### src/rtl/ret_stack.sv
`timescale 1ns/1ps
module ret_stack #(
  parameter int DEPTH = 4,
  parameter int AW    = 8
) (
  input  logic          clk_i,
  input  logic          rst_ni,
  input  logic          clear_i,
  input  logic          push_i,
  input  logic          pop_i,
  input  logic [AW-1:0] push_data_i,
  output logic [AW-1:0] top_o,
  output logic          full_o,
  output logic          empty_o
);

  localparam int SP_W  = $clog2(DEPTH + 1);
  localparam int IDX_W = (DEPTH > 1) ? $clog2(DEPTH) : 1;

  logic [SP_W-1:0]           sp_q;
  logic [DEPTH-1:0][AW-1:0]  ent;
  logic [IDX_W-1:0]          top_idx;

  assign full_o  = (sp_q == SP_W'(DEPTH));
  assign empty_o = (sp_q == '0);
  assign top_idx = IDX_W'(sp_q - 1'b1);
  assign top_o   = ent[top_idx];

  always_ff @(posedge clk_i or negedge rst_ni) begin
    if (!rst_ni)              sp_q <= '0;
    else if (clear_i)         sp_q <= '0;
    else if (push_i && !full_o) sp_q <= sp_q + 1'b1;
    else if (pop_i && !empty_o) sp_q <= sp_q - 1'b1;
  end

  for (genvar g = 0; g < DEPTH; g++) begin : g_ent
    logic [AW-1:0] q;
    always_ff @(posedge clk_i or negedge rst_ni) begin
      if (!rst_ni)                               q <= '0;
      else if (push_i && sp_q == SP_W'(g))       q <= push_data_i;
    end
    assign ent[g] = q;
  end

  p_sp_bound_r10: assert property (@(posedge clk_i) disable iff (!rst_ni)
    sp_q <= SP_W'(DEPTH));
  p_no_push_full_r10: assert property (@(posedge clk_i) disable iff (!rst_ni)
    push_i |-> !full_o);
  p_no_pop_empty_r10: assert property (@(posedge clk_i) disable iff (!rst_ni)
    pop_i |-> !empty_o);

endmodule

### config.mk
export PLATFORM = sky130hd
export DESIGN_NAME = ret_stack
export DESIGN_NICKNAME = d
export VERILOG_FILES = /design/src/rtl/ret_stack.sv
export SDC_FILE = /design/constraint.sdc
export NUM_CORES = 1
export LEC_CHECK = 0
export ABC_CLOCK_PERIOD_IN_PS = 3800
export BUFFER_PORTS_ARGS = -buffer_cell sky130_fd_sc_hd__buf_2
export CAP_MARGIN = 20
export CELL_PAD_IN_SITES_DETAIL_PLACEMENT = 1
export CELL_PAD_IN_SITES_GLOBAL_PLACEMENT = 2
export CORE_MARGIN = 4
export CORE_UTILIZATION = 40
export CTS_CLUSTER_SIZE = 40
export DETAILED_ROUTE_END_ITERATION = 10
export HOLD_SLACK_MARGIN = 0.08
export PLACE_DENSITY = 0.89
export RECOVER_POWER = 25
export SLEW_MARGIN = 20
export SYNTH_ARGS = -nofsm -noshare
export SYNTH_HDL_FRONTEND = slang
export SYNTH_SLANG_ARGS = --single-unit
### constraint.sdc
create_clock -name clk_i -period 3.8 [get_ports clk_i]
set_clock_uncertainty 0.2 [all_clocks]
set_input_delay 0.76 -clock clk_i [delete_from_list [all_inputs] [get_ports clk_i]]
set_output_delay 0.76 -clock clk_i [all_outputs]
set_load 0.005 [all_outputs]
==> flow_summary.toml <==
[setup_path]
cp_slowest_cell = "ha_1"
path_cells = "inv_1 > ha_1 > mux4_2 > buf_2"
max_stage_delay_ns = 0.58
critPathArrivalTime_ns = 1.97
crit_fanout = 10
setup.worst_path.end_class = "output port"
cp.buffers_inverters = 2
crit_family = "adder cells"
crit_required_ns = 2.84
crit_type = "flip-flop to output port"
r2r_start = "sp_q[0]$_DFFE_PN0P_"
critPathLaunchType = "flip-flop"
critPathLaunch = "sp_q[1]$_DFFE_PN0P_"

[clocking]
cts_setup_buffers = 0
insertion_delay_ns = 0.28
root_buffer = "clkbuf_8"
ctsHtreeMaxLevel = 2
clkTransAtPathRegs_ns = 0.07
hold_buffers = 0
clk_path_buf_depth = 2
cts_tree = "yes"
cts_resized = 0
cts_sinks = 35
cts_buffers = 5

[timing]
finalCriticalPeriod_ns = 2.93
rsz0062_at_grt = "no"
hold_viol = 0
drv_slew = 36
tns_ns = 0
fmax_mhz = 341
finalCritPeriodShare_pct = 77.1
holdWs_ns = 0.300
worst-slew-pin-transition_ns = 1.84
slew_headroom_pct = -22.7
finalSetupViolCount = 0

[yosys]
syn-cell-area_sq_um = 1710
synthSimpleGateAreaFrac_pct = 6.51
syn_inst = 117
yosysSeqAreaShare_pct = 51.2
yosysWarnings = 0
yosys.area_share.adder_pct = 4.39
synth-compound-area-share_pct = 3.58
ys_seq_elements = 35
ys_types = 26
synth_mux_area_share_pct = 32.2
synth-xor-area-share_pct = 0
avgSynthCellArea_sq_um = 14.6
synth_top_family_by_area = "multiplexers"
syn_nets = 136

[min_path]
min_path_type = "flip-flop to flip-flop"
hp-start = "g_ent[0].q[4]$_DFFE_PN0P_"

[detailed_routing]
viasPerCell = 5.52
wirelength_mm = 3.61
route.detailed.drc = 0
drt_iter0_drc = 58
drt_first_pass_iters = 2
vias = 1070
ant_nets = 0
wl_per_cell_microns = 18.6

[cells_and_area]
area_growth_syn_to_layout_pct = 14.2
final_net_count = 162
drive_gt1_share_pct = 50.7
final_cell_count_no_fill = 194
finish.utilization_pct = 48.2
num-fill-cells = 427
diodes = 0

[floorplanning]
die_h_microns = 73.4
die_x_microns = 73.4
fp-row-count = 23
core-area_sq_um = 4060
start_util_pct = 42.2
ioPinCount = 23
die_area_sq_um = 5390

[global_route]
grt_max_degree = 36
busiest_layer = "met2"
grt_pass1_wl_mm = 6.13
gr-usage-met1_pct = 18.8
track_usage_pct = 15.5
use_met2_pct = 25.8
globalRouteOverflowTotal = 0
grt_pass1_vias = 1202
use_met3_pct = 5.20
antenna_found_initial = 0

[power]
swShare_pct = 32.9
total_leakage_power_nw = 0.872
p_seq_share_pct = 40.0
intPower_mw = 1.10
p_per_area_nw_per_um2 = 839
pwr-share-clk_pct = 16.0
p_switching_uw = 539
comb_power_share_pct = 44.0
ir_worst_vdd_mv = 0.393

[run]
max_cap_viol_count = 1

[place]
dp_hpwl_mm = 2.56
place.gp.congestion = 0.746
numPortBuffers = 22
dp_cells = 186

[outcome]
failed_checks = "capacitance limit, slew limit"
status = "finished, violations left"
synthesized netlist by cell type:
| cell type | n | area [sq um] |
|---|---|---|
| nor2b_1 | 4 | 25.0 |
| and2_1 | 1 | 6.26 |
| a31oi_1 | 1 | 6.26 |
| mux2_2 | 32 | 360 |
| ha_1 | 6 | 75.1 |
| a32o_1 | 1 | 10.0 |
| nor2b_4 | 1 | 13.8 |
| nand2_1 | 2 | 7.51 |
| dfrtp_1 | 35 | 876 |
| buf_4 | 1 | 7.51 |
| o2bb2ai_1 | 1 | 8.76 |
| clkbuf_1 | 1 | 3.75 |
| nor2_1 | 3 | 11.3 |
| o21ai_0 | 2 | 10.0 |
| nor3b_1 | 1 | 7.51 |
| nor3_1 | 1 | 5.00 |
| nand2_2 | 3 | 18.8 |
| nand2b_1 | 1 | 6.26 |
| a21boi_0 | 1 | 7.51 |
| o221ai_1 | 1 | 8.76 |
| nor4bb_1 | 1 | 10.0 |
| inv_1 | 4 | 15.0 |
| mux4_2 | 8 | 180 |
| buf_2 | 2 | 10.0 |
| a21oi_1 | 2 | 10.0 |
| mux2_1 | 1 | 11.3 |
per-layer routing:
| layer | routed length, microns | vias up |
|---|---|---|
| li1 | - | 483 |
| met1 | 1530 | 562 |
| met2 | 1860 | 18 |
| met3 | 170 | 7 |
| met4 | 48 | 0 |
| met5 | 0 | - |
cell usage in the layout, fill, tap and decap left out, types with 2 or more instances in the layout:
master and n:
nand2_2 3, buf_2 21, dfrtp_1 35, clkbuf_8 5
a21oi_1 2, o21ai_0 2, ha_1 6, nand2_1 2
mux4_2 8, nor2b_1 4, inv_1 4, mux2_2 32
clkbuf_1 2, nor2_1 3
cell families after synthesis:
group,count (synthesis)
simple gates,18
compound gates,9
fa+ha+maj,6
buf+inv,8
flops,35
mux,41
per-stage QoR:
step	cell area (sq um)	power, mW	setup WS [ns]
floorplan	1710	1.14	1.16
global placement	1870	1.34	1.27
detailed placement	1870	1.40	1.18
CTS	1960	1.67	0.848
global route	1950	1.76	0.768
finish	1950	1.64	0.870
worst reg2reg max path, delay by kind of cell, from the launching register on:
kind                     cells  cell delay (ns)
adder cells (fa/ha/maj)      2             0.39
multiplexers                 1             0.39
flip-flops                   1             0.38
buffers and inverters        1             0.20
AND/OR/NAND/NOR              1             0.35
registers in the layout, indices dropped and copies added (netlist names):
register / count
g_ent.q: 32
sp_q: 3
final timing paths:
check | depth (start not counted) | slack [ns] | to
max | 4 | 0.87 | top_o[4]
min | 1 | 0.30 | g_ent[0].q[4]$_DFFE_PN0P_
max reg2reg | 5 | 1.78 | g_ent[3].q[0]$_DFFE_PN0P_
min reg2reg | 1 | 0.30 | g_ent[0].q[4]$_DFFE_PN0P_
max in group asynchronous | 1 | 1.57 | g_ent[3].q[7]$_DFFE_PN0P_
min in group asynchronous | 1 | 0.77 | g_ent[1].q[3]$_DFFE_PN0P_
power groups by stage:
stage / Sequential (mW) / Combinational [mW] / Clock [mW]
2_1_floorplan: 0.621 / 0.521 / 0
3_3_place_gp: 0.640 / 0.700 / 0
3_5_place_dp: 0.662 / 0.734 / 0
4_1_cts: 0.657 / 0.741 / 0.271
5_1_grt: 0.678 / 0.793 / 0.292
6_report: 0.656 / 0.723 / 0.262
final cells by class:
type	count	area, sq um	area share, %
Sequential cell	35	876	44.8
Multi-Input combinational cell	74	800	40.9
Timing Repair Buffer	23	116	5.95
Clock buffer	6	72.6	3.71
Tap cell	50	62.6	3.20
Inverter	4	15.0	0.768
Clock inverter	2	12.5	0.640
Note: power is estimated with default switching activity, not from simulation.
